### src/rtl/win_override_pkg.sv
package win_override_pkg;

    typedef enum logic [1:0] {
        ST_IDLE     = 2'd0,
        ST_TRACK    = 2'd1,
        ST_HOLD_ON  = 2'd2,
        ST_HOLD_OFF = 2'd3
    } wov_state_t;

    typedef struct packed {
        logic grab_low;
        logic grab_high;
    } wov_capture_t;

endpackage

### src/rtl/win_edge_qual.sv
module win_edge_qual #(
    parameter bit LOW_WINS = 1'b1
) (
    input  logic set_pulse,
    input  logic reset_pulse,
    input  logic win_low,
    input  logic win_high,
    output win_override_pkg::wov_capture_t cap
);
    import win_override_pkg::*;

    logic peak_low;
    logic valley_high;

    // low is judged at the current peak, high at the current valley
    assign peak_low    = reset_pulse & win_low;
    assign valley_high = set_pulse & win_high;

    generate
        if (LOW_WINS) begin : g_low_first
            always_comb begin
                cap.grab_low  = peak_low;
                cap.grab_high = valley_high & ~peak_low;
            end
        end else begin : g_high_first
            always_comb begin
                cap.grab_high = valley_high;
                cap.grab_low  = peak_low & ~valley_high;
            end
        end
    endgenerate

endmodule

### src/rtl/win_override_fsm.sv
module win_override_fsm (
    input  logic clk,
    input  logic rst_n,
    input  logic active,
    input  logic ref_cross,
    input  win_override_pkg::wov_capture_t cap,
    output logic force_on,
    output logic force_off
);
    import win_override_pkg::*;

    wov_state_t state_q;
    wov_state_t state_d;

    always_comb begin
        state_d = state_q;
        if (!active) begin
            state_d = ST_IDLE;
        end else begin
            unique case (state_q)
                ST_IDLE, ST_TRACK: begin
                    if (cap.grab_low)
                        state_d = ST_HOLD_ON;
                    else if (cap.grab_high)
                        state_d = ST_HOLD_OFF;
                    else
                        state_d = ST_TRACK;
                end
                ST_HOLD_ON: begin
                    if (ref_cross)
                        state_d = ST_TRACK;
                end
                ST_HOLD_OFF: begin
                    if (ref_cross)
                        state_d = ST_TRACK;
                end
                default: state_d = ST_IDLE;
            endcase
        end
    end

    always_ff @(posedge clk or negedge rst_n) begin
        if (!rst_n)
            state_q <= ST_IDLE;
        else
            state_q <= state_d;
    end

    always_comb begin
        force_on  = 1'b0;
        force_off = 1'b0;
        unique case (state_q)
            ST_HOLD_ON:  force_on  = 1'b1;
            ST_HOLD_OFF: force_off = 1'b1;
            default: ;
        endcase
    end

endmodule

### src/rtl/win_override_ctrl.sv
module win_override_ctrl #(
    parameter bit LOW_WINS = 1'b1
) (
    input  logic clk,
    input  logic rst_n,
    input  logic enable,
    input  logic fault,
    input  logic set_pulse,
    input  logic reset_pulse,
    input  logic win_low,
    input  logic win_high,
    input  logic ref_cross,
    output logic force_on,
    output logic force_off
);
    import win_override_pkg::*;

    wov_capture_t cap;
    logic         active;

    assign active = enable & ~fault;

    win_edge_qual #(.LOW_WINS(LOW_WINS)) u_qual (
        .set_pulse   (set_pulse),
        .reset_pulse (reset_pulse),
        .win_low     (win_low),
        .win_high    (win_high),
        .cap         (cap)
    );

    win_override_fsm u_fsm (
        .clk       (clk),
        .rst_n     (rst_n),
        .active    (active),
        .ref_cross (ref_cross),
        .cap       (cap),
        .force_on  (force_on),
        .force_off (force_off)
    );

endmodule

### config.mk
export PLATFORM = sky130hd
export DESIGN_NAME = win_override_ctrl
export DESIGN_NICKNAME = d
export VERILOG_FILES = /design/src/rtl/win_override_pkg.sv /design/src/rtl/win_edge_qual.sv /design/src/rtl/win_override_fsm.sv /design/src/rtl/win_override_ctrl.sv
export SDC_FILE = /design/constraint.sdc
export NUM_CORES = 1
export LEC_CHECK = 0
export ABC_CLOCK_PERIOD_IN_PS = 1300
export BUFFER_PORTS_ARGS = -buffer_cell sky130_fd_sc_hd__buf_4
export CAP_MARGIN = 20
export CORE_AREA = 2 2 39 41
export CTS_CLUSTER_DIAMETER = 100
export DETAILED_ROUTE_END_ITERATION = 10
export DIE_AREA = 0 0 41 43
export GPL_TIMING_DRIVEN = 0
export PLACE_DENSITY = 0.4
export SYNTH_ARGS = -nofsm -noshare
export SYNTH_HDL_FRONTEND = slang
export SYNTH_SLANG_ARGS = --single-unit
### constraint.sdc
create_clock -name clk -period 1.3 [get_ports clk]
set_clock_uncertainty 0.1 [all_clocks]
set_input_delay 0.325 -clock clk [delete_from_list [all_inputs] [get_ports clk]]
set_output_delay 0.325 -clock clk [all_outputs]
set_load 0.02 [all_outputs]
; ---- Word-level counts from Yosys, hierarchy flattened
; Index checks and enable logic that the tools add are counted.
[totals]
register_bits = 2
in_bits = 9
out_inout_bits = 2
wordCells = 21
[op_classes]
eq_ne = 4
muxes = 7
bitwise = 6
reduce_logical = 3
[ops]
columns = operator, n
row1 = two-way mux 2 bit, 4
row2 = bitwise AND 1 bit, 4
row3 = "equality test 2 bit, second input constant", 2
row4 = case mux 2 bit (2 select lines), 1
row5 = OR reduction 2 bit, 2
row6 = "inequality test 3 bit, second input constant", 1
row7 = "equality test 2 x 1 -> 1 bit, second input constant", 1
row8 = zero test 2 bit, 1
row9 = two-way mux 1 bit, 2
row10 = inverter 1 bit, 2

; ---- Longest topological paths before layout
; Gate-level depths: netlist (run 1).
[logic_depth]
word_depth = 7
mapped_depth = 2

; ---- Modules after synthesis
; Synthesis (run 1) repeated with hierarchy kept, for this count alone.
[hier_totals]
hier_cells = 15
area_unflattened_um2 = 150.1
[by_module_without_submodules]
columns = mod, instances, cells_each, area_per_inst_um2, seq_area_each_um2
row1 = win_override_fsm, 1, 10, 110.1, 50.0
row2 = win_edge_qual, 1, 4, 26.3, 0.0
row3 = win_override_ctrl, 1, 1, 13.8, 0.0

; ---- Least setup slack after synthesis (run 1)
; Ideal clock, no wire load.
[synth_path]
path_type = reg2out
startpoint = register u_fsm.state_q[1]
endpoint = output port force_on
arrival_time_ps = 746
required_time_ps = 875
setup_slack_ps = 129
stages_incl_launch_ff = 2
path_buffers = 0
path_cell_list = dfrtp_1 > nor2b_1
[synth_between]
elab_chain_cells = 2
[synth_lines]
columns = element, line_no
row1 = start: declaration, win_override_fsm.sv:12  ; wov_state_t state_q;
row2 = start signal: assignment, win_override_fsm.sv:46  ; state_q <= state_d;
row3 = equality test 2 bit, win_override_fsm.sv:52  ; unique case (state_q)
row4 = two-way mux 1 bit, win_override_fsm.sv:52
row5 = end: declaration, win_override_ctrl.sv:13  ; output logic force_on,
; No other way between the ends.

; ---- Worst setup path after layout (run 1)
[layout_path]
startpoint = register u_fsm.state_q[1]
endpoint = output port force_off
[layout_between]
elab_chain_cells = 2
[layout_lines]
columns = element, line_no
row1 = equality test 2 bit, win_override_fsm.sv:52
row2 = two-way mux 1 bit, win_override_fsm.sv:52
row3 = end: declaration, win_override_ctrl.sv:14  ; output logic force_off
; No other way between the ends.

==> results.ini, run 1 <==
[outcome]
status=finished, violations left
violations=setup timing

[power_and_ir_drop]
p_switching_w=0.00006528
power_frac_clock=0.545
ir_drop_mv=0.2241
leakage_nw=0.1349
seqPwrFrac=0.256
intPower_w=0.0002028
power_density_nw_per_um2=996.5
switching_share=0.2435
p_comb_frac=0.200

[clock_tree]
htree_levels=1
clk_path_buf_depth=2
cts.sinks=2
cts_buffers=3
worstSkewPairLatency_ns=0.23
clk_pin_slew_ns=0.03
cts_tree=built
clock-root-buffer=clkbuf_4

[route]
vias=142
first_pass_iters=2
drt-vias-per-instance=3.381
ant_nets=0
drc=0
wl_microns=439
wl_per_cell_microns=10.45
drtIter0Drc=1

[global_route]
grt_use_met1=0.06752
grt_pass1_wl_microns=579
antenna_found_initial=0
grt_pass1_vias=158
grt-ovfl-total=0
gr-max-usage-layer=met4
grtUsageMet3=0.03141
met2_usage=0.05938
grt_start_max_net_pins=5
grt_usage=0.06124

[logic_synthesis]
yosysSeqAreaShare=0.4167
synth_fp_nets=19
yosysWarnings=0
synth_seq_cells=2
syn-mean-instance-area_sq_um=12.01
yosysUniqueCellTypes=9
syn-cell-area_sq_um=120.1
postSynthCellCount=10

[setup_path]
worstReg2RegEnd=u_fsm.state_q[1]
path_buf_inv=1
required_ns=0.88
crit_start=u_fsm.state_q[1]
r2r_start=u_fsm.state_q[1]
slowest_delay_ns=0.38
worst_path_max_delay_cell=dfrtp_1
crit_cells=2
endpoint=force_off
criticalPathCategory=flip-flop to primary output
worst-path-max-fanout=3
arrival_ns=0.90
startpoint_type=flip-flop
r2r_slack_ns=0.31
ff2ff_path_depth=3
end_kind=primary output
cp_top_family=flip-flops
path_cells=and2_4, buf_6

[hold_path]
hold_class=input pin to flip-flop
whs_path_depth=2

[floorplanning]
die-area_sq_um=1763
die_y_microns=43
placementRows=14
dieWidth_microns=41
pin_count=11
design.core.area_sq_um=1384
initial_core_util=0.08680

[finish]
mostFrequentLayoutCells=buf_4, clkbuf_4, dfrtp_1
final_layout_size_suffix_gt1_frac=0.7308
fin_util=0.1944
fillers=159
area_growth_syn_to_layout_pct=124.0
nets=37
final_common_cell=buf_4
top_register=u_fsm.state_q
diodes=0
biggestRegsByFlops=u_fsm.state_q: 2 flops
largest_register_ffs=2

[sta]
max_slew_margin=0.8618
tns_ns=-0.03934
setup_viol_count_final=2
final_hold_viol_count=0
fmax_mhz=757.3
period_minus_slack_ns=1.321
setup_ws_ns=-0.02052
post-route-period-util=1.016
tightestPinTransition_ns=0.2061
rsz0062_at_grt=yes
slew_viol_final=0

[job]
maxCapViolations=0

[place]
gp_congestion=0.5326
io_buffers=10

[kinds of logic after synthesis]
family	after synthesis	synth area share
flip-flops	2	0.4167
AND/OR/NAND/NOR	3	0.2188
AO/OA/AOI/OAI	5	0.3646
[what timing repair did]
item | 4_1_cts | 5_1_grt
setup buffers | 2 | 0
hold endpoints to repair | 2 | 0
hold buffers | 1 | 0
endpoints found under the setup margin | 2 | 2
resized for setup | 2 | 0
pin swaps | 0 | 0
[synthesized netlist by cell type]
library cell / count / area, sq um
dfrtp_1: 2 / 50.05
a211oi_1: 1 / 7.510
a21o_1: 1 / 7.510
a21oi_2: 1 / 8.760
a221oi_2: 1 / 15.01
and2_1: 1 / 6.260
nand2b_4: 1 / 13.76
nor2b_1: 1 / 6.260
o21ai_1: 1 / 5.000
[worst min path at each step]
stage,startpoint,endpoint
4_1_cts,ref_cross,u_fsm.state_q[1]
2_1_floorplan,rst_n,u_fsm.state_q[0]
5_1_grt,ref_cross,u_fsm.state_q[1]
3_5_place_dp,rst_n,u_fsm.state_q[1]
6_report,ref_cross,u_fsm.state_q[1]
3_3_place_gp,rst_n,u_fsm.state_q[0]
[layer usage]
layer  vias to the layer above  routed length, microns
met5                         -                       0
met4                         0                      18
met3                         2                      63
met2                        13                     171
met1                        57                     185
li1                         70                       -
[layout make-up]
| cell class | count | area (sq um) | area share |
|---|---|---|---|
| well taps | 16 | 20.02 | 0.07442 |
| repair buffers | 13 | 103.9 | 0.3860 |
| multi-input cells | 8 | 72.57 | 0.2698 |
| clock buffers | 3 | 22.52 | 0.08372 |
| flip-flops and latches | 2 | 50.05 | 0.1860 |
[power by group through the flow]
stage	clock network [W]	logic, W	registers, W
finish	0.000146	0.0000535	0.0000685
global route	0.000153	0.0000581	0.0000687
CTS	0.000152	0.0000540	0.0000683
detailed placement	0	0.0000442	0.0000703
global placement	0	0.0000430	0.0000700
floorplan	0	0.0000166	0.0000695
[metrics by stage]
stage	instance area (sq um)	cells	setup slack (ns)	hold slack (ns)	total power, W
after global placement	215.2	36	0.1544	0.008441	0.0001130
after global routing	269.0	42	-0.03473	0.1890	0.0002802
after CTS	269.0	42	-0.01838	0.1727	0.0002745
final	269.0	42	-0.02052	0.1824	0.0002681
after floorplan	120.1	10	0.1287	-0.07059	0.00008609
after detailed placement	215.2	36	0.1414	0.01032	0.0001145
[worst reg2reg max path: cells and delay by family (launching register included)]
kind | cells | cell delay, ns
buf+inv | 1 | 0.15
compound gates | 2 | 0.23
flops | 1 | 0.38
(Power assumes the default switching activity.)
==> run 2, diff against run 1 <==
--- a/config.mk
+++ b/config.mk
@@ -14,6 +14,8 @@
 export DIE_AREA = 0 0 41 43
 export GPL_TIMING_DRIVEN = 0
 export PLACE_DENSITY = 0.4
+export RECOVER_POWER = 100
+export SETUP_SLACK_MARGIN = 0.2
 export SYNTH_ARGS = -nofsm -noshare
 export SYNTH_HDL_FRONTEND = slang
 export SYNTH_SLANG_ARGS = --single-unit
==> constraint.sdc (replaced) <==
create_clock -name clk -period 1.3 [get_ports clk]
set_clock_uncertainty 0.1 [all_clocks]
set_input_delay 0.325 -clock clk [delete_from_list [all_inputs] [get_ports clk]]
set_output_delay 0.325 -clock clk [all_outputs]
set_load 0.01 [all_outputs]
==> run 2 against run 1 <==
Compared with the run above:
- the run still ends with setup timing left
- worst hold slack about the same
- sequential share of layout area rose by 0.53 points
- setup slack better by 0.011 ns
- largest power group unchanged
- critical endpoint unchanged
==> results.ini, run 2 (synthesis results as in run 1) <==
[sta]
setup_ws_ns=-0.009840
tightestPinTransition_ns=0.2057
max_slew_margin=0.8620
final_hold_viol_count=0
setup_viol_count_final=2
post-route-period-util=1.008
slew_viol_final=0
rsz0062_at_grt=yes
period_minus_slack_ns=1.310
fmax_mhz=763.5

[finish]
regArea_sq_um=50.05
final_layout_size_suffix_gt1_frac=0.6538
biggestRegsByFlops=u_fsm.state_q: 2 flops
post-route-cell-area_sq_um=261.5
final_common_cell=buf_4
nets=37
mostFrequentLayoutCells=buf_4, clkbuf_4, dfrtp_1
area_growth_syn_to_layout_pct=117.7
largest_register_ffs=2
final-instance-count-excl-fill=42
diodes=0
top_register=u_fsm.state_q
multi_input_area_sq_um=68.82
fillers=163
fin_util=0.1890

[floorplanning]
design.core.area_sq_um=1384
die_y_microns=43
pin_count=11
die-area_sq_um=1763
initial_core_util=0.08680
placementRows=14
dieWidth_microns=41

[global_route]
grt_usage=0.06124
grt-ovfl-total=0
grt_start_max_net_pins=5
grt_pass1_vias=158
grt_pass1_wl_microns=579
antenna_found_initial=0

[clock_tree]
htree_levels=1
cts.sinks=2
clk_pin_slew_ns=0.03
cts_buffers=3
clk_path_buf_depth=2
worstSkewPairLatency_ns=0.23
clock-root-buffer=clkbuf_4
cts_tree=built

[job]
maxCapViolations=0

[power_and_ir_drop]
p_total_w=0.0002635
power_density_nw_per_um2=1008
leakage_nw=0.1314
ir_drop_mv=0.2235

[setup_path]
end_kind=primary output
r2r_slack_ns=0.31
worstReg2RegEnd=u_fsm.state_q[0]
worst-path-max-fanout=3
ff2ff_path_depth=3
startpoint_type=flip-flop
endpoint=force_off
arrival_ns=0.88
r2r_start=u_fsm.state_q[1]
crit_start=u_fsm.state_q[1]
required_ns=0.88
criticalPathCategory=flip-flop to primary output

[place]
io_buffers=10
placed_cell_area_sq_um=215.2
place_inst=36
gp_congestion=0.5326

[route]
ant_nets=0
first_pass_iters=2
vias=142
drt-vias-per-instance=3.381
drtIter0Drc=1
drc=0
wl_microns=431
wl_per_cell_microns=10.26

[hold_path]
hold_class=input pin to flip-flop

[outcome]
status=finished, violations left
violations=setup timing

run 2: changes by cell type in the layout (fill, tap and decap cells not counted), sizes merged:
cell    before  now
buf         12   11
clkbuf       3    4
run 2: worst max-delay path, stage by stage, from the launching register on:
cell and delay (ns):
dfrtp_1 0.38, and2_4 0.16, buf_6 0.11
run 2: power breakdown:
| group | total, W | internal [W] | switching (W) |
|---|---|---|---|
| Sequential | 0.0000685 | 0.0000661 | 0.00000242 |
| Combinational | 0.0000490 | 0.0000323 | 0.0000166 |
| Clock | 0.000146 | 0.000103 | 0.0000435 |
| Total | 0.000264 | 0.000201 | 0.0000625 |
run 2: per-stage QoR:
step	setup WS (ns)	hold slack, ns	setup TNS, ns
after CTS	-0.01968	0.1727	-0.02232
after detailed placement	0.1552	0.01032	0
after global placement	0.1685	0.008441	0
final	-0.009840	0.1821	-0.01442
after global routing	-0.02342	0.1888	-0.04441
after floorplan	0.2580	-0.07059	0
run 2: worst min path at each step:
stage,startpoint,endpoint,depth (start not counted)
floorplan,rst_n,u_fsm.state_q[0],0
global placement,rst_n,u_fsm.state_q[0],1
detailed placement,rst_n,u_fsm.state_q[1],1
CTS,ref_cross,u_fsm.state_q[1],2
global route,ref_cross,u_fsm.state_q[1],2
finish,ref_cross,u_fsm.state_q[1],2
run 2: cell type report:
type,instances,share of cell area
timing repair buffer,13,0.3828
clock buffer,3,0.08612
sequential,2,0.1914
tap,16,0.07655
multi-input combinational,8,0.2632
run 2: per-layer routing:
metal / vias up / GRT usage / share of wire
li1: 70 / - / -
met4: 0 / 0.1000 / 0.042
met5: - / 0 / 0
met2: 13 / 0.05938 / 0.39
met3: 2 / 0.03141 / 0.15
met1: 57 / 0.06752 / 0.42
run 2: timing repair:
| item | 4_1_cts | 5_1_grt |
|---|---|---|
| setup buffers | 2 | 0 |
| hold buffers | 1 | 0 |
| setup endpoints to repair | 2 | 2 |
| endpoints found under the hold margin | 2 | 0 |
| gates resized for setup | 2 | 0 |
| pin swaps | 1 | 1 |
